<file path="src/rtl/legacy_irq_router_pkg.sv">
package legacy_irq_router_pkg;

    typedef enum logic [1:0] {
        LM_NORMAL = 2'd0,
        LM_ENTER  = 2'd1,
        LM_LEGACY = 2'd2,
        LM_EXIT   = 2'd3
    } lm_state_t;

    typedef enum logic {
        MS_IDLE = 1'b0,
        MS_SEND = 1'b1
    } ms_state_t;

    localparam int MSG_WORD_W = 64;
    localparam int MSG_HALF_W = MSG_WORD_W / 2;

endpackage

</file>
<file path="src/rtl/legacy_irq_router_mode.sv">
module legacy_irq_router_mode
    import legacy_irq_router_pkg::*;
(
    input  logic      clk,
    input  logic      rst_n,
    input  logic      legacy_mode,
    input  logic      ext_rtc_irq,
    output lm_state_t mode_state,
    output logic      rtc_held,
    output logic      timer_gate
);

    lm_state_t state_q, state_d;

    always_comb begin
        state_d = state_q;
        unique case (state_q)
            LM_NORMAL: if (legacy_mode)  state_d = LM_ENTER;
            LM_ENTER:                    state_d = LM_LEGACY;
            LM_LEGACY: if (!legacy_mode) state_d = LM_EXIT;
            LM_EXIT:                     state_d = LM_NORMAL;
        endcase
    end

    always_ff @(posedge clk or negedge rst_n) begin
        if (!rst_n) begin
            state_q  <= LM_NORMAL;
            rtc_held <= 1'b0;
        end else begin
            state_q  <= state_d;
            rtc_held <= ext_rtc_irq;
        end
    end

    always_comb begin
        mode_state = state_q;
        unique case (state_q)
            LM_NORMAL, LM_EXIT:  timer_gate = 1'b1;
            LM_ENTER, LM_LEGACY: timer_gate = 1'b0;
        endcase
    end

endmodule

</file>
<file path="src/rtl/legacy_irq_router_steer.sv">
module legacy_irq_router_steer
    import legacy_irq_router_pkg::*;
#(
    parameter int NUM_CHAN   = 3,
    parameter int NUM_LINES  = 24,
    parameter int TIMER_LINE = 0,
    parameter int RTC_LINE   = 8,
    localparam int RW        = $clog2(NUM_LINES)
) (
    input  logic                   clk,
    input  logic                   rst_n,
    input  lm_state_t              mode_state,
    input  logic                   rtc_held,
    input  logic                   ext_timer_irq,
    input  logic                   ext_rtc_irq,
    input  logic [NUM_CHAN-1:0]    chan_req,
    input  logic [NUM_CHAN-1:0]    chan_msg_en,
    input  logic [NUM_CHAN*RW-1:0] chan_route,
    output logic [NUM_LINES-1:0]   irq_line
);

    logic [RW-1:0]        route [NUM_CHAN];
    logic [NUM_CHAN-1:0]  line_active;
    logic                 takeover;
    logic [NUM_LINES-1:0] routed;
    logic [NUM_LINES-1:0] line_d;

    assign line_active = chan_req & ~chan_msg_en;
    assign takeover    = (mode_state == LM_ENTER) || (mode_state == LM_LEGACY);

    for (genvar c = 0; c < NUM_CHAN; c++) begin : g_route
        assign route[c] = chan_route[c*RW +: RW];
    end

    for (genvar k = 0; k < NUM_LINES; k++) begin : g_line
        always_comb begin
            routed[k] = 1'b0;
            for (int i = 0; i < NUM_CHAN; i++) begin
                if (line_active[i]) begin
                    if (takeover && i < 2) begin
                        if ((i == 0 && k == TIMER_LINE) || (i == 1 && k == RTC_LINE))
                            routed[k] = 1'b1;
                    end else if (route[i] == RW'(k)) begin
                        routed[k] = 1'b1;
                    end
                end
            end
        end
    end

    always_comb begin
        line_d = routed;
        unique case (mode_state)
            LM_NORMAL: begin
                line_d[TIMER_LINE] = routed[TIMER_LINE] | ext_timer_irq;
                line_d[RTC_LINE]   = routed[RTC_LINE] | ext_rtc_irq;
            end
            LM_ENTER: begin
                line_d[TIMER_LINE] = 1'b0;
                line_d[RTC_LINE]   = 1'b0;
            end
            LM_LEGACY: ;
            LM_EXIT: begin
                line_d[TIMER_LINE] = 1'b0;
                line_d[RTC_LINE]   = rtc_held;
            end
        endcase
    end

    always_ff @(posedge clk or negedge rst_n) begin
        if (!rst_n) irq_line <= '0;
        else        irq_line <= line_d;
    end

endmodule

</file>
<file path="src/rtl/legacy_irq_router_msg.sv">
module legacy_irq_router_msg
    import legacy_irq_router_pkg::*;
#(
    parameter int NUM_CHAN = 3,
    localparam int CW      = (NUM_CHAN > 1) ? $clog2(NUM_CHAN) : 1
) (
    input  logic                           clk,
    input  logic                           rst_n,
    input  logic [NUM_CHAN-1:0]            chan_req,
    input  logic [NUM_CHAN-1:0]            chan_msg_en,
    input  logic [NUM_CHAN*MSG_WORD_W-1:0] chan_msg_word,
    input  logic                           msg_ready,
    output logic                           msg_valid,
    output logic [MSG_HALF_W-1:0]          msg_addr,
    output logic [MSG_HALF_W-1:0]          msg_data
);

    ms_state_t             state_q, state_d;
    logic [NUM_CHAN-1:0]   req_q;
    logic [NUM_CHAN-1:0]   pending_q;
    logic [NUM_CHAN-1:0]   rise;
    logic [NUM_CHAN-1:0]   grant;
    logic [CW-1:0]         sel;
    logic                  take;
    logic [MSG_WORD_W-1:0] word [NUM_CHAN];

    for (genvar c = 0; c < NUM_CHAN; c++) begin : g_word
        assign word[c] = chan_msg_word[c*MSG_WORD_W +: MSG_WORD_W];
    end

    assign rise = chan_req & ~req_q & chan_msg_en;

    always_comb begin
        sel = '0;
        for (int i = NUM_CHAN - 1; i >= 0; i--) begin
            if (pending_q[i]) sel = CW'(i);
        end
    end

    assign take  = (state_q == MS_IDLE) && (|pending_q);
    assign grant = take ? (NUM_CHAN'(1) << sel) : '0;

    always_comb begin
        state_d = state_q;
        unique case (state_q)
            MS_IDLE: if (take)      state_d = MS_SEND;
            MS_SEND: if (msg_ready) state_d = MS_IDLE;
        endcase
    end

    always_ff @(posedge clk or negedge rst_n) begin
        if (!rst_n) begin
            state_q   <= MS_IDLE;
            req_q     <= '0;
            pending_q <= '0;
            msg_addr  <= '0;
            msg_data  <= '0;
        end else begin
            state_q   <= state_d;
            req_q     <= chan_req;
            pending_q <= (pending_q & ~grant) | rise;
            if (take) begin
                msg_addr <= word[sel][MSG_WORD_W-1:MSG_HALF_W];
                msg_data <= word[sel][MSG_HALF_W-1:0];
            end
        end
    end

    always_comb begin
        unique case (state_q)
            MS_IDLE: msg_valid = 1'b0;
            MS_SEND: msg_valid = 1'b1;
        endcase
    end

endmodule

</file>
<file path="src/rtl/legacy_irq_router.sv">
module legacy_irq_router
    import legacy_irq_router_pkg::*;
#(
    parameter int NUM_CHAN   = 3,
    parameter int NUM_LINES  = 24,
    parameter int TIMER_LINE = 0,
    parameter int RTC_LINE   = 8,
    localparam int RW        = $clog2(NUM_LINES)
) (
    input  logic                    clk,
    input  logic                    rst_n,
    input  logic                    legacy_mode,
    input  logic                    ext_timer_irq,
    input  logic                    ext_rtc_irq,
    input  logic [NUM_CHAN-1:0]     chan_req,
    input  logic [NUM_CHAN-1:0]     chan_msg_en,
    input  logic [NUM_CHAN*RW-1:0]  chan_route,
    input  logic [NUM_CHAN*64-1:0]  chan_msg_word,
    input  logic                    msg_ready,
    output logic [NUM_LINES-1:0]    irq_line,
    output logic                    timer_gate,
    output logic                    msg_valid,
    output logic [31:0]             msg_addr,
    output logic [31:0]             msg_data
);

    lm_state_t mode_state;
    logic      rtc_held;

    legacy_irq_router_mode u_mode (
        .clk         (clk),
        .rst_n       (rst_n),
        .legacy_mode (legacy_mode),
        .ext_rtc_irq (ext_rtc_irq),
        .mode_state  (mode_state),
        .rtc_held    (rtc_held),
        .timer_gate  (timer_gate)
    );

    legacy_irq_router_steer #(
        .NUM_CHAN   (NUM_CHAN),
        .NUM_LINES  (NUM_LINES),
        .TIMER_LINE (TIMER_LINE),
        .RTC_LINE   (RTC_LINE)
    ) u_steer (
        .clk           (clk),
        .rst_n         (rst_n),
        .mode_state    (mode_state),
        .rtc_held      (rtc_held),
        .ext_timer_irq (ext_timer_irq),
        .ext_rtc_irq   (ext_rtc_irq),
        .chan_req      (chan_req),
        .chan_msg_en   (chan_msg_en),
        .chan_route    (chan_route),
        .irq_line      (irq_line)
    );

    legacy_irq_router_msg #(
        .NUM_CHAN (NUM_CHAN)
    ) u_msg (
        .clk           (clk),
        .rst_n         (rst_n),
        .chan_req      (chan_req),
        .chan_msg_en   (chan_msg_en),
        .chan_msg_word (chan_msg_word),
        .msg_ready     (msg_ready),
        .msg_valid     (msg_valid),
        .msg_addr      (msg_addr),
        .msg_data      (msg_data)
    );

endmodule

</file>
<file path="config.mk">
export PLATFORM = sky130hd
export DESIGN_NAME = legacy_irq_router
export DESIGN_NICKNAME = d
export VERILOG_FILES = /design/src/rtl/legacy_irq_router_pkg.sv /design/src/rtl/legacy_irq_router_mode.sv /design/src/rtl/legacy_irq_router_steer.sv /design/src/rtl/legacy_irq_router_msg.sv /design/src/rtl/legacy_irq_router.sv
export SDC_FILE = /design/constraint.sdc
export NUM_CORES = 1
export LEC_CHECK = 0
export ABC_AREA = 1
export BUFFER_PORTS_ARGS = -buffer_cell sky130_fd_sc_hd__buf_4
export CORE_AREA = 2 2 119 121
export DETAILED_ROUTE_END_ITERATION = 10
export DIE_AREA = 0 0 121 123
export PLACE_DENSITY = 0.88
export SYNTH_ARGS = -nofsm -noshare
export SYNTH_HDL_FRONTEND = slang
export SYNTH_SLANG_ARGS = --single-unit
</file>
<file path="constraint.sdc">
create_clock -name clk -period 1.7 [get_ports clk]
set_input_delay 0.34 -clock clk [delete_from_list [all_inputs] [get_ports clk]]
set_output_delay 0.34 -clock clk [all_outputs]
set_load 0.02 [all_outputs]
</file>
=== Word-level counts from Yosys, hierarchy flattened ===
Index checks and enable logic that the tools add are counted.
W data, S select, Z words.

* Flip-flop bits (word level): 98
* Output and inout port bits: 90
* Word-level logic and storage cells: 316
* Bits of input ports: 219

* Bitwise gates (word level): 12
* Multiplexer cells: 209
* Reductions and logical operators: 11
* Order comparisons: 1
* Eq/ne operators: 74
* Shifts and indexed selects: 1

{| class="wikitable"
|+ Operators by type and width
! kind !! count
|-
| $mux W1 || 194
|-
| $bmux W64 S2 || 1
|-
| $mux W64 || 2
|-
| $eq A5 B4 Y1 const B || 24
|-
| $eq A5 B5 Y1 const B || 24
|-
| $eq A5 B3 Y1 const B || 12
|-
| $eq A5 B2 Y1 const B || 6
|-
| $eq A5 B1 Y1 const B || 3
|-
| $logic_not A5 Y1 || 3
|-
| $and A3 B3 Y3 || 4
|-
| $mux W2 || 5
|-
| $not A3 Y3 || 3
|-
| $pmux W1 S2 || 4
|-
| $pmux W2 S4 || 1
|-
| $reduce_or A2 Y1 || 3
|-
| $eq A2 B2 Y1 const B || 2
|-
| $ne A2 B2 Y1 const B || 2
|-
| $ge A3 B3 Y1 const B || 1
|-
| $mux W3 || 1
|-
| $not A2 Y3 || 1
|-
| $or A3 B3 Y3 || 1
|-
| $pmux W1 S3 || 1
|-
| $reduce_or A3 Y1 || 1
|-
| $shl A1 B2 Y3 const A || 1
|-
| 7 further kinds || 8
|}

=== Depth between registers and ports, before layout ===
Gate-level depths: netlist (run 1).

* Word-level depth: 11
* Mapped depth: 9
* Gate-level depth less buffers: 9

=== Cells and area by module ===
A second synthesis (run 1) with hierarchy kept.

* Cells, all modules: 903
* Area total of the unflattened synthesis: 5,963.2 µm²

{| class="wikitable"
|+ Modules (own cells, without submodules)
! module !! instances !! area an instance (µm²) !! cells each
|-
| legacy_irq_router_msg || 1 || 4,127.7 || 642
|-
| legacy_irq_router_steer || 1 || 1,645.3 || 237
|-
| legacy_irq_router_mode || 1 || 190.2 || 24
|}

=== Worst setup path after synthesis (run 1) ===
OpenSTA, ideal clock, no wires.

* Kind: reg2reg
* Start point: register u_mode.state_q[0] (netlist: u_mode.mode_state[0])
* End point: register u_steer.irq_line[16]
* Slack: 0.201 ns
* Cell stages (with the launch flop): 9
* Buffers on the path: 1
* Data arrival time: 1.433 ns
* Library setup time: 0.066 ns
* Cell sequence: dfrtp_1 inv_1 ha_1 inv_2 nor2_1 inv_1 clkbuf_1 nand2_1 nand2_1

* Word-level cells in the longest chain between the ends: 9

{| class="wikitable"
|+ Ends and longest elaborated chain
! what !! RTL line !! text
|-
| start, declared || legacy_irq_router_mode.sv:13 || <nowiki>lm_state_t state_q, state_d;</nowiki>
|-
| start signal, assigned || legacy_irq_router_mode.sv:30 || <nowiki>state_q <= state_d;</nowiki>
|-
| $eq A2 B1 Y1 or $eq A2 B2 Y1 (tied branches) || legacy_irq_router_steer.sv:29 || <nowiki>assign takeover = (mode_state == LM_ENTER) || (mode_state == LM_LEGACY);</nowiki>
|-
| $logic_or A1 B1 Y1 * || legacy_irq_router_steer.sv:29 ||
|-
| $mux W1 || legacy_irq_router_steer.sv:40 || <nowiki>if (takeover && i < 2) begin</nowiki>
|-
| $mux W1 || legacy_irq_router_steer.sv:39 || <nowiki>if (line_active[i]) begin</nowiki>
|-
| $mux W1 || legacy_irq_router_steer.sv:43 || <nowiki>end else if (route[i] == RW'(k)) begin</nowiki>
|-
| $mux W1 || legacy_irq_router_steer.sv:40 ||
|-
| $mux W1 * || legacy_irq_router_steer.sv:39 ||
|-
| $mux W1 || legacy_irq_router_steer.sv:43 ||
|-
| $mux W1 * || legacy_irq_router_steer.sv:39 ||
|-
| via u_steer.line_d[16] || legacy_irq_router_steer.sv:26 || <nowiki>logic [NUM_LINES-1:0] line_d;</nowiki>
|-
| end signal, assigned || legacy_irq_router_steer.sv:72 || <nowiki>else irq_line <= line_d;</nowiki>
|-
| end, declared || legacy_irq_router_steer.sv:19 || <nowiki>output logic [NUM_LINES-1:0] irq_line</nowiki>
|}

Mark *: on every way through the listed nets, which the timed path passes. The rest lies on a longest branch.
A chain may end at the register's enable or synchronous reset.

=== Final worst setup path (run 1) ===
* Start point: register u_mode.state_q[1] (netlist: u_mode.mode_state[1])
* End point: output port timer_gate

* Word-level cells in the longest chain between the ends: 3

{| class="wikitable"
|+ Ends and longest elaborated chain
! what !! RTL line !! text
|-
| $eq A2 B1 Y1 (tied with other cells) || legacy_irq_router_mode.sv:37 || <nowiki>unique case (state_q)</nowiki>
|-
| $reduce_or A2 Y1 || legacy_irq_router_mode.sv:37 ||
|-
| $pmux W1 S2 * || legacy_irq_router_mode.sv:37 ||
|-
| end, declared || legacy_irq_router.sv:21 || <nowiki>output logic timer_gate,</nowiki>
|}

Every way passes the cells marked *; elsewhere a longest branch is shown, timed or not.

==> results of run 1 <==
-- stage by stage --
step | utilization [%] | instances | total power (W) | setup WS [ns]
3_3_place_gp | 60.90 | 1232 | 0.01168 | 0.1789
5_1_grt | 63.54 | 1252 | 0.01495 | 0.001672
6_report | 63.54 | 1252 | 0.01404 | 0.08757
3_5_place_dp | 60.90 | 1232 | 0.01189 | 0.1482
2_1_floorplan | - | 771 | 0.008922 | 0.2007
4_1_cts | 63.50 | 1252 | 0.01411 | 0.09616
-- power breakdown --
part / internal [W] / switching (W) / total [W]
registers: 0.00324 / 0.000490 / 0.00373
clock network: 0.00119 / 0.000874 / 0.00207
logic: 0.00325 / 0.00499 / 0.00825
-- final timing paths --
check | from | to | slack [ns] | cells after the start
max | u_mode.mode_state[1]$_DFFE_PN0P_ | timer_gate | 0.09 | 4
min | ext_rtc_irq | u_mode.rtc_held$_DFF_PN0_ | 0.12 | 1
max reg2reg | u_mode.mode_state[1]$_DFFE_PN0P_ | u_steer.irq_line[23]$_DFF_PN0_ | 0.11 | 8
min reg2reg | u_msg.req_q[2]$_DFF_PN0_ | u_msg.pending_q[2]$_DFF_PN0_ | 0.43 | 1
max in group asynchronous | rst_n | u_msg.msg_data[2]$_DFFE_PN0P_ | 0.88 | 3
min in group asynchronous | rst_n | u_steer.irq_line[15]$_DFF_PN0_ | 0.51 | 3
-- cells in the mapped netlist (all sizes together) --
library cell	number	area share [%]
nand2	165	11
a21oi	131	14
inv	106	6.8
dfrtp	98	42
nor2	96	6.4
o211ai	66	8.5
buf	42	4.8
nand3	26	2.2
o21ai	18	1.6
nor3	5	0.52
o22ai	5	0.54
ha	3	0.65
clkbuf	2	0.19
nand4	2	0.22
o31ai	2	0.26
a22o	1	0.15
clkinv	1	0.086
nand3b	1	0.13
o32ai	1	0.15
-- sequential cells by signal, indices dropped and copies added (netlist names) --
| signal | count |
|---|---|
| u_mode.mode_state | 2 |
| u_msg.pending_q | 3 |
| u_msg.state_q | 1 |
| u_msg.req_q | 3 |
| u_mode.rtc_held | 1 |
| u_steer.irq_line | 24 |
| u_msg.msg_addr | 32 |
| u_msg.msg_data | 32 |
-- cell type report --
cell class	instances	area, um2	share of cell area, %
Clock inverter	1	5.005	0.05787
Timing Repair Buffer	329	2564	29.64
Multi-Input combinational cell	522	2698	31.19
Inverter	107	406.6	4.702
Sequential cell	98	2452	28.36
Tap cell	180	225.2	2.604
Clock buffer	15	297.8	3.443
-- logic make-up after synthesis --
| family | Yosys count | share of synthesized area [%] |
|---|---|---|
| AO/OA/AOI/OAI | 224 | 25.05 |
| flip-flops | 98 | 42.21 |
| adder cells (fa/ha/maj) | 3 | 0.6462 |
| buffers and inverters | 151 | 11.91 |
| AND/OR/NAND/NOR | 295 | 20.18 |
-- repair_timing --
item	in CTS	in global routing
pin swaps	1	0
endpoints found under the hold margin	40	0
gates resized for setup	4	1
hold buffers	1	0
setup buffers	4	0
endpoints found under the setup margin	1	1
-- routing by layer --
metal / GRT usage [%] / share of wire (%) / vias up
met4: 12.57 / 3.9 / 0
met5: 0 / 0 / -
li1: - / - / 3115
met2: 47.16 / 50 / 353
met3: 6.458 / 9.1 / 57
met1: 31.01 / 37 / 2942
==> flow_metrics.env, run 1 <==
export IMPL_tightest_slew_ns=0.4684
export IMPL_drt_iter0_drc=492
export IMPL_synth_nets=993
export IMPL_cp_required_ns=1.36
export IMPL_area_growth_pct=48.87
export IMPL_hold_worst_slack_ns=0.1176
export IMPL_nets=1289
export IMPL_path_buf_inv=3
export IMPL_yosysWarnings=0
export IMPL_nFillCells=1169
export IMPL_root_buffer="clkbuf_16"
export IMPL_num_antenna_cells=0
export IMPL_final_common_cell="buf_4"
export IMPL_min_period_ns=1.612
export IMPL_wl_um=20710
export IMPL_setup_viol=0
export IMPL_initial_core_util_pct=42.68
export IMPL_finalSetupTns_ns=0
export IMPL_cp_start_kind="flip-flop"
export IMPL_period_share_pct=94.85
export IMPL_gp_congestion=0.9292
export IMPL_rsz0062_at_grt="false"
export IMPL_arrival_ns=1.27
export IMPL_status="finished, final reports clean"
export IMPL_slowest_delay_ns=0.37
export IMPL_clk_latency_ns=0.34
export IMPL_core_um2=13610
export IMPL_ys_ff_latch=98
export IMPL_powerDensity_nw_per_um2=1624
export IMPL_critPathCaptureType="output port"
export IMPL_report_final_slew_viol_count=0
export IMPL_drtPass1Iterations=5
export IMPL_drcViolationCount=0
export IMPL_power_leakage_nw=4.514
export IMPL_hold_violations=0
export IMPL_netlist_cell_type_count=29
export IMPL_die_h_um=123
export IMPL_clkSinkCount=98
export IMPL_grt_max_degree=66
export IMPL_final_cell_mix="buf_4 (320), nand2_1 (163), inv_1 (102)"
export IMPL_synth_area_um2=5809
export IMPL_routedWlPerCell_um=16.54
export IMPL_row_count=43
export IMPL_ys_seq_area_share_pct=42.21
export IMPL_die_w_um=121
export IMPL_ir_worst_vdd_v=0.0008848
export IMPL_min_path_type="primary input to flip-flop"
export IMPL_crit_path_cell_trace="inv_1, ha_4, inv_4, buf_6"
export IMPL_crit_family="flip-flops"
export IMPL_relSlewSlack_pct=68.53
export IMPL_dpl_hpwl_um=15450
export IMPL_stdcell_area_um2=8648
export IMPL_antenna_found_initial=0
export IMPL_path_max_fanout=9
export IMPL_critical_path_class="flip-flop to output port"
export IMPL_clockBufferDepth=2
export IMPL_cts_tree="done"
export IMPL_grt_pass1_vias=6111
export IMPL_ant_nets=0
export IMPL_viasPerCell=5.165
export IMPL_clkTransAtPathRegs_ns=0.07
export IMPL_die_area_um2=14880
export IMPL_numCtsBuffers=9
export IMPL_htree_levels=3
export IMPL_placedInstanceArea_um2=8289
export IMPL_cp_slowest_cell="dfrtp_1"
export IMPL_gr_total_overflow=0
export IMPL_avgSynthCellArea_um2=7.535
export IMPL_postSynthCellCount=771
export IMPL_ioPinCount=309
export IMPL_drive_above_1_share_pct=36.85
export IMPL_via_count=6467
export IMPL_maxCapViolCount=0
export IMPL_grt_use_total_pct=26.89
export IMPL_grt_pass1_wl_um=31240
export IMPL_max_freq_mhz=620.2
export IMPL_clock_skew_ns=0.005176
export IMPL_io_buffers=308
Note: power is estimated with default switching activity, not from simulation.
==> run 2: changes to the inputs <==
--- a/config.mk
+++ b/config.mk
@@ -7,10 +7,13 @@
 export LEC_CHECK = 0
 export ABC_AREA = 1
 export BUFFER_PORTS_ARGS = -buffer_cell sky130_fd_sc_hd__buf_4
-export CORE_AREA = 2 2 119 121
+export CELL_PAD_IN_SITES_DETAIL_PLACEMENT = 1
+export CELL_PAD_IN_SITES_GLOBAL_PLACEMENT = 2
+export CORE_ASPECT_RATIO = 0.9
+export CORE_MARGIN = 2
+export CORE_UTILIZATION = 24
 export DETAILED_ROUTE_END_ITERATION = 10
-export DIE_AREA = 0 0 121 123
-export PLACE_DENSITY = 0.88
+export PLACE_DENSITY = 0.93
 export SYNTH_ARGS = -nofsm -noshare
 export SYNTH_HDL_FRONTEND = slang
 export SYNTH_SLANG_ARGS = --single-unit
==> run 2 against run 1 <==
Compared with the run above:
- final area grew 2.5%
- cell count grew 9.9%
- setup slack got worse by 0.0017 ns
- global-route usage decreased by 7.7 points
- maximum frequency fell by 0.11%
- via count fell by 0.36%
- sequential cell count stayed put
- critical endpoint unchanged
==> flow_metrics.env, run 2 (same netlist as run 1, synthesis figures left out) <==
export IMPL_r2r_start="u_mode.mode_state[0]$_DFFE_PN0P_"
export IMPL_drive_above_1_share_pct=37.15
export IMPL_report_final_slew_viol_count=0
export IMPL_min_period_ns=1.614
export IMPL_max_freq_mhz=619.5
export IMPL_tightest_slew_ns=0.5046
export IMPL_grt_max_degree=56
export IMPL_clockBufferDepth=2
export IMPL_antenna_found_initial=0
export IMPL_path_buf_inv=3
export IMPL_row_count=53
export IMPL_path_max_fanout=3
export IMPL_grt_pass1_vias=6752
export IMPL_period_share_pct=94.95
export IMPL_setup_viol=0
export IMPL_drcViolationCount=0
export IMPL_clk_latency_ns=0.35
export IMPL_powerDensity_nw_per_um2=1635
export IMPL_drtPass1Iterations=4
export IMPL_final_core_util_pct=37.65
export IMPL_finalSetupTns_ns=0
export IMPL_via_count=6444
export IMPL_slowest_delay_ns=0.38
export IMPL_die_w_um=168.0
export IMPL_cp_startpoint="u_mode.mode_state[0]$_DFFE_PN0P_"
export IMPL_cp_required_ns=1.36
export IMPL_ioPinCount=309
export IMPL_critPathCaptureType="output port"
export IMPL_cp_start_kind="flip-flop"
export IMPL_status="finished, final reports clean"
export IMPL_numCtsBuffers=9
export IMPL_routedWlPerCell_um=17.99
export IMPL_initial_core_util_pct=24.68
export IMPL_ant_nets=0
export IMPL_htree_levels=3
export IMPL_arrival_ns=1.27
export IMPL_grt_use_total_pct=19.21
export IMPL_critical_path_class="flip-flop to output port"
export IMPL_gr_total_overflow=0
export IMPL_hold_violations=0
export IMPL_ir_worst_vdd_v=0.0006822
export IMPL_die_area_um2=25470
export IMPL_grt_pass1_wl_um=37940
export IMPL_rrSetupSlack_ns=0.10
export IMPL_io_buffers=308
export IMPL_dpl_hpwl_um=18940
export IMPL_drt_iter0_drc=327
export IMPL_nets=1291
export IMPL_crit_path_cell_trace="inv_2, ha_4, inv_2, buf_4"
export IMPL_rsz0062_at_grt="false"
export IMPL_die_h_um=151.6
export IMPL_holdCritStartpoint="ext_rtc_irq"
export IMPL_final_cell_mix="buf_4 (322), nand2_1 (163), inv_1 (101)"
export IMPL_crit_top_cell="inv_2"
export IMPL_gp_congestion=0.8643
export IMPL_min_path_type="primary input to flip-flop"
export IMPL_clkSinkCount=98
export IMPL_crit_family="flip-flops"
export IMPL_final_common_cell="buf_4"
export IMPL_core_um2=23540
export IMPL_clkTransAtPathRegs_ns=0.07
export IMPL_cp_slowest_cell="dfrtp_1"
export IMPL_relSlewSlack_pct=66.24
export IMPL_viasPerCell=4.683
export IMPL_cts_tree="done"
export IMPL_clock_skew_ns=0.009779
export IMPL_root_buffer="clkbuf_16"
export IMPL_wl_um=24760
export IMPL_num_antenna_cells=0
export IMPL_area_growth_pct=52.55
export IMPL_top_regs="u_msg.msg_addr: 32 flops, u_msg.msg_data: 32 flops, u_steer.irq_line: 24 flops"
export IMPL_power_leakage_nw=4.543
export IMPL_maxCapViolCount=0
-- run 2: changes by cell type in the layout (fill, tap and decap cells not counted), sizes merged --
cell	before	now
buf	328	330
clkinvlp	0	1
clkbuf	15	12
bufinv	0	2
-- run 2: power breakdown --
part / switching [W] / total [W] / internal (W)
logic: 0.00512 / 0.00839 / 0.00327
registers: 0.000498 / 0.00374 / 0.00324
clock network: 0.000952 / 0.00236 / 0.00141
-- run 2: metrics by stage --
step / std cells / instance area, um2 / hold slack [ns] / power (W) / setup WS [ns]
finish: 1376 / 8862 / 0.1148 / 0.01449 / 0.08584
global route: 1376 / 8862 / 0.1001 / 0.01556 / 0.02473
CTS: 1376 / 8853 / 0.09216 / 0.01475 / 0.01970
detailed placement: 1358 / 8484 / 0.2834 / 0.01221 / 0.08451
global placement: 1358 / 8484 / 0.2803 / 0.01204 / 0.1851
floorplan: 771 / 5809 / 0.04441 / 0.008922 / 0.2007
-- run 2: worst register-to-register path, stage by stage, from the launching register on --
cell and delay [ns]:
dfrtp_1 0.38, inv_2 0.07, ha_4 0.29, inv_2 0.04
buf_4 0.16, nor2_2 0.14, inv_2 0.08, buf_12 0.15
nand2_1 0.07, o21ai_0 0.09
-- run 2: area by class of cell --
cell class | instances | area (um2)
fill | 2910 | 14680
multi-input combinational | 522 | 2701
timing repair buffer | 331 | 2587
sequential | 98 | 2452
inverter | 107 | 404.1
tap | 302 | 377.9
clock buffer | 12 | 266.5
clock inverter | 4 | 72.57
-- run 2: worst paths after layout --
path                                                  to  cells past startpoint
setup reg to reg           u_steer.irq_line[9]$_DFF_PN0_                      9
hold reg to reg             u_msg.pending_q[2]$_DFF_PN0_                      1
max in group asynchronous  u_msg.msg_data[7]$_DFFE_PN0P_                      3
setup / recovery                              timer_gate                      4
hold / removal                 u_mode.rtc_held$_DFF_PN0_                      1
min in group asynchronous  u_steer.irq_line[8]$_DFF_PN0_                      2
-- run 2: what timing repair did --
action                                 in CTS  in global routing
gates cloned                                0                  0
setup endpoints to repair                   1                  6
hold buffers                                1                  0
gates resized for setup                     1                  4
buffers inserted                            1                  0
endpoints found under the hold margin      22                  0
-- run 2: metal layers --
metal	wire [um]	up-vias	share of wire (%)	GRT usage, %
met1	10490	3100	42	23.77
met3	1488	27	6.0	3.506
li1	-	3120	-	-
met2	12240	197	49	34.01
met5	0	-	0	0
met4	539	0	2.2	6.261
==> run 3: changes to the inputs <==
--- a/config.mk
+++ b/config.mk
@@ -9,8 +9,8 @@
 export BUFFER_PORTS_ARGS = -buffer_cell sky130_fd_sc_hd__buf_4
 export CELL_PAD_IN_SITES_DETAIL_PLACEMENT = 1
 export CELL_PAD_IN_SITES_GLOBAL_PLACEMENT = 2
-export CORE_ASPECT_RATIO = 0.9
-export CORE_MARGIN = 2
+export CORE_ASPECT_RATIO = 0.6
+export CORE_MARGIN = 3
 export CORE_UTILIZATION = 24
 export DETAILED_ROUTE_END_ITERATION = 10
 export PLACE_DENSITY = 0.93
==> constraint.sdc (replaced) <==
create_clock -name clk -period 1.7 [get_ports clk]
set_input_delay 0.51 -clock clk [delete_from_list [all_inputs] [get_ports clk]]
set_output_delay 0.51 -clock clk [all_outputs]
set_load 0.02 [all_outputs]
==> run 3 against run 2 <==
Compared with the run above:
- the flow now finishes with violations (setup timing)
- sequential power hardly changed
- critical path depth stayed put
- power is 0.52% lower
- clock power is 17% lower
- clock-buffer cell count is 2 lower
- clock skew is 0.0020 ns lower
- sequential cell count stayed put
- combinational power is 3.6% higher
- register-to-register slack hardly changed
- critical path type unchanged
- largest power group unchanged
==> flow_metrics.env, run 3 (same netlist as run 1, synthesis figures left out) <==
export IMPL_rsz0062_at_grt="true"
export IMPL_max_freq_mhz=572.1
export IMPL_min_path_type="primary input to asynchronous set/reset pin"
export IMPL_hold_worst_slack_ns=0.03627
export IMPL_clk_latency_ns=0.35
export IMPL_numCtsBuffers=9
export IMPL_htree_levels=3
export IMPL_dpl_hpwl_um=20910
export IMPL_relSlewSlack_pct=65.55
export IMPL_final_core_util_pct=38.08
export IMPL_die_area_um2=26170
export IMPL_fin_ws_ns=-0.04808
export IMPL_grt_pass1_vias=6771
export IMPL_finalSetupTns_ns=-0.04808
export IMPL_path_max_fanout=2
export IMPL_initial_core_util_pct=24.77
export IMPL_status="complete, but fails checks"
export IMPL_ioPinCount=309
export IMPL_maxCapViolCount=0
export IMPL_ant_nets=0
export IMPL_crit_family="flip-flops"
export IMPL_viasPerCell=4.675
export IMPL_antenna_found_initial=2
export IMPL_clock_skew_ns=0.007821
export IMPL_top_regs="u_msg.msg_addr: 32 flops, u_msg.msg_data: 32 flops, u_steer.irq_line: 24 flops"
export IMPL_cp_required_ns=1.19
export IMPL_crit_path_cell_trace="inv_2, ha_4, inv_6, buf_6"
export IMPL_report_final_slew_viol_count=0
export IMPL_drt_iter0_drc=355
export IMPL_slowest_delay_ns=0.39
export IMPL_row_count=43
export IMPL_clkSinkCount=98
export IMPL_power_leakage_nw=4.577
export IMPL_gr_total_overflow=0
export IMPL_die_w_um=206.9
export IMPL_grt_use_total_pct=19.97
export IMPL_rrSetupSlack_ns=0.09
export IMPL_setup_viol=1
export IMPL_cp_slowest_cell="dfrtp_1"
export IMPL_drtPass1Iterations=4
export IMPL_cp_start_kind="flip-flop"
export IMPL_hold_violations=0
export IMPL_wl_um=26680
export IMPL_multi_input_area_um2=2693
export IMPL_powerDensity_nw_per_um2=1614
export IMPL_ff_latch_area_um2=2452
export IMPL_nFillCells=2916
export IMPL_hold_buffers=0
export IMPL_dp_cells=1378
export IMPL_die_h_um=126.5
export IMPL_wl_met2_um=12100
export IMPL_grt_pass1_wl_um=40320
export IMPL_top_layer_used="met5"
export IMPL_clkTransAtPathRegs_ns=0.07
export IMPL_violations="setup timing"
export IMPL_arrival_ns=1.24
export IMPL_final_common_cell="buf_4"
export IMPL_drive_above_1_share_pct=37.79
export IMPL_gp_congestion=0.8700
export IMPL_wl_met1_um=11870
export IMPL_fin_cells=1401
export IMPL_root_buffer="clkbuf_16"
export IMPL_area_growth_pct=53.76
export IMPL_io_buffers=308
export IMPL_cts_tree="done"
export IMPL_critPathCaptureType="output port"
export IMPL_tightest_slew_ns=0.5129
export IMPL_period_share_pct=102.8
export IMPL_nets=1302
export IMPL_dr_wl_met3_um=2273
export IMPL_ir_worst_vdd_v=0.0009900
export IMPL_grt_max_degree=68
export IMPL_drcViolationCount=0
export IMPL_core_um2=23460
export IMPL_routedWlPerCell_um=19.04
export IMPL_dp_slack_ns=0.05714
export IMPL_path_buf_inv=3
export IMPL_critical_path_class="flip-flop to output port"
export IMPL_final_cell_mix="buf_4 (330), nand2_1 (163), inv_1 (100)"
export IMPL_via_count=6550
export IMPL_min_period_ns=1.748
export IMPL_clockBufferDepth=2
[run 3: stage by stage]
step	power, W	instance area [um2]
after floorplan	0.008922	5809
after global placement	0.01208	8591
after detailed placement	0.01235	8591
after CTS	0.01460	8914
after global routing	0.01552	8932
final	0.01441	8932
[run 3: layout make-up]
type	instances	area share, %
Multi-Input combinational cell	522	30.14
Antenna cell	1	0.02802
Clock inverter	6	0.4763
Tap cell	315	4.412
Clock buffer	10	2.563
Sequential cell	98	27.45
Inverter	107	4.594
Timing Repair Buffer	342	30.33
[run 3: power breakdown]
part | internal (W) | total, W | switching, W
Clock | 0.000998 | 0.00197 | 0.000974
Sequential | 0.00324 | 0.00375 | 0.000511
Combinational | 0.00344 | 0.00869 | 0.00525
Total | 0.00767 | 0.0144 | 0.00674
[run 3: what timing repair did]
action / 4_1_cts / 5_1_grt
resized for setup: 6 / 2
endpoints found under the hold margin: 0 / 0
endpoints found under the setup margin: 1 / 12
pin swaps: 1 / 1
buffers inserted: 4 / 2
[run 3: final timing paths]
path,to,cells after the start,startpoint
worst max-delay path,timer_gate,4,u_mode.mode_state[1]$_DFFE_PN0P_
worst min register to register,u_msg.pending_q[1]$_DFF_PN0_,1,u_msg.req_q[1]$_DFF_PN0_
worst min-delay path,u_steer.irq_line[1]$_DFF_PN0_,1,rst_n
min in group clk,u_mode.rtc_held$_DFF_PN0_,1,ext_rtc_irq
worst max register to register,u_steer.irq_line[9]$_DFF_PN0_,9,u_mode.mode_state[1]$_DFFE_PN0P_
max in group asynchronous,u_msg.msg_addr[21]$_DFFE_PN0P_,2,rst_n
[run 3: per-layer routing]
layer | up-vias | global-route usage, %
li1 | 3143 | -
met1 | 3186 | 27.05
met2 | 196 | 31.58
met3 | 23 | 6.258
met4 | 2 | 4.000
met5 | - | 0
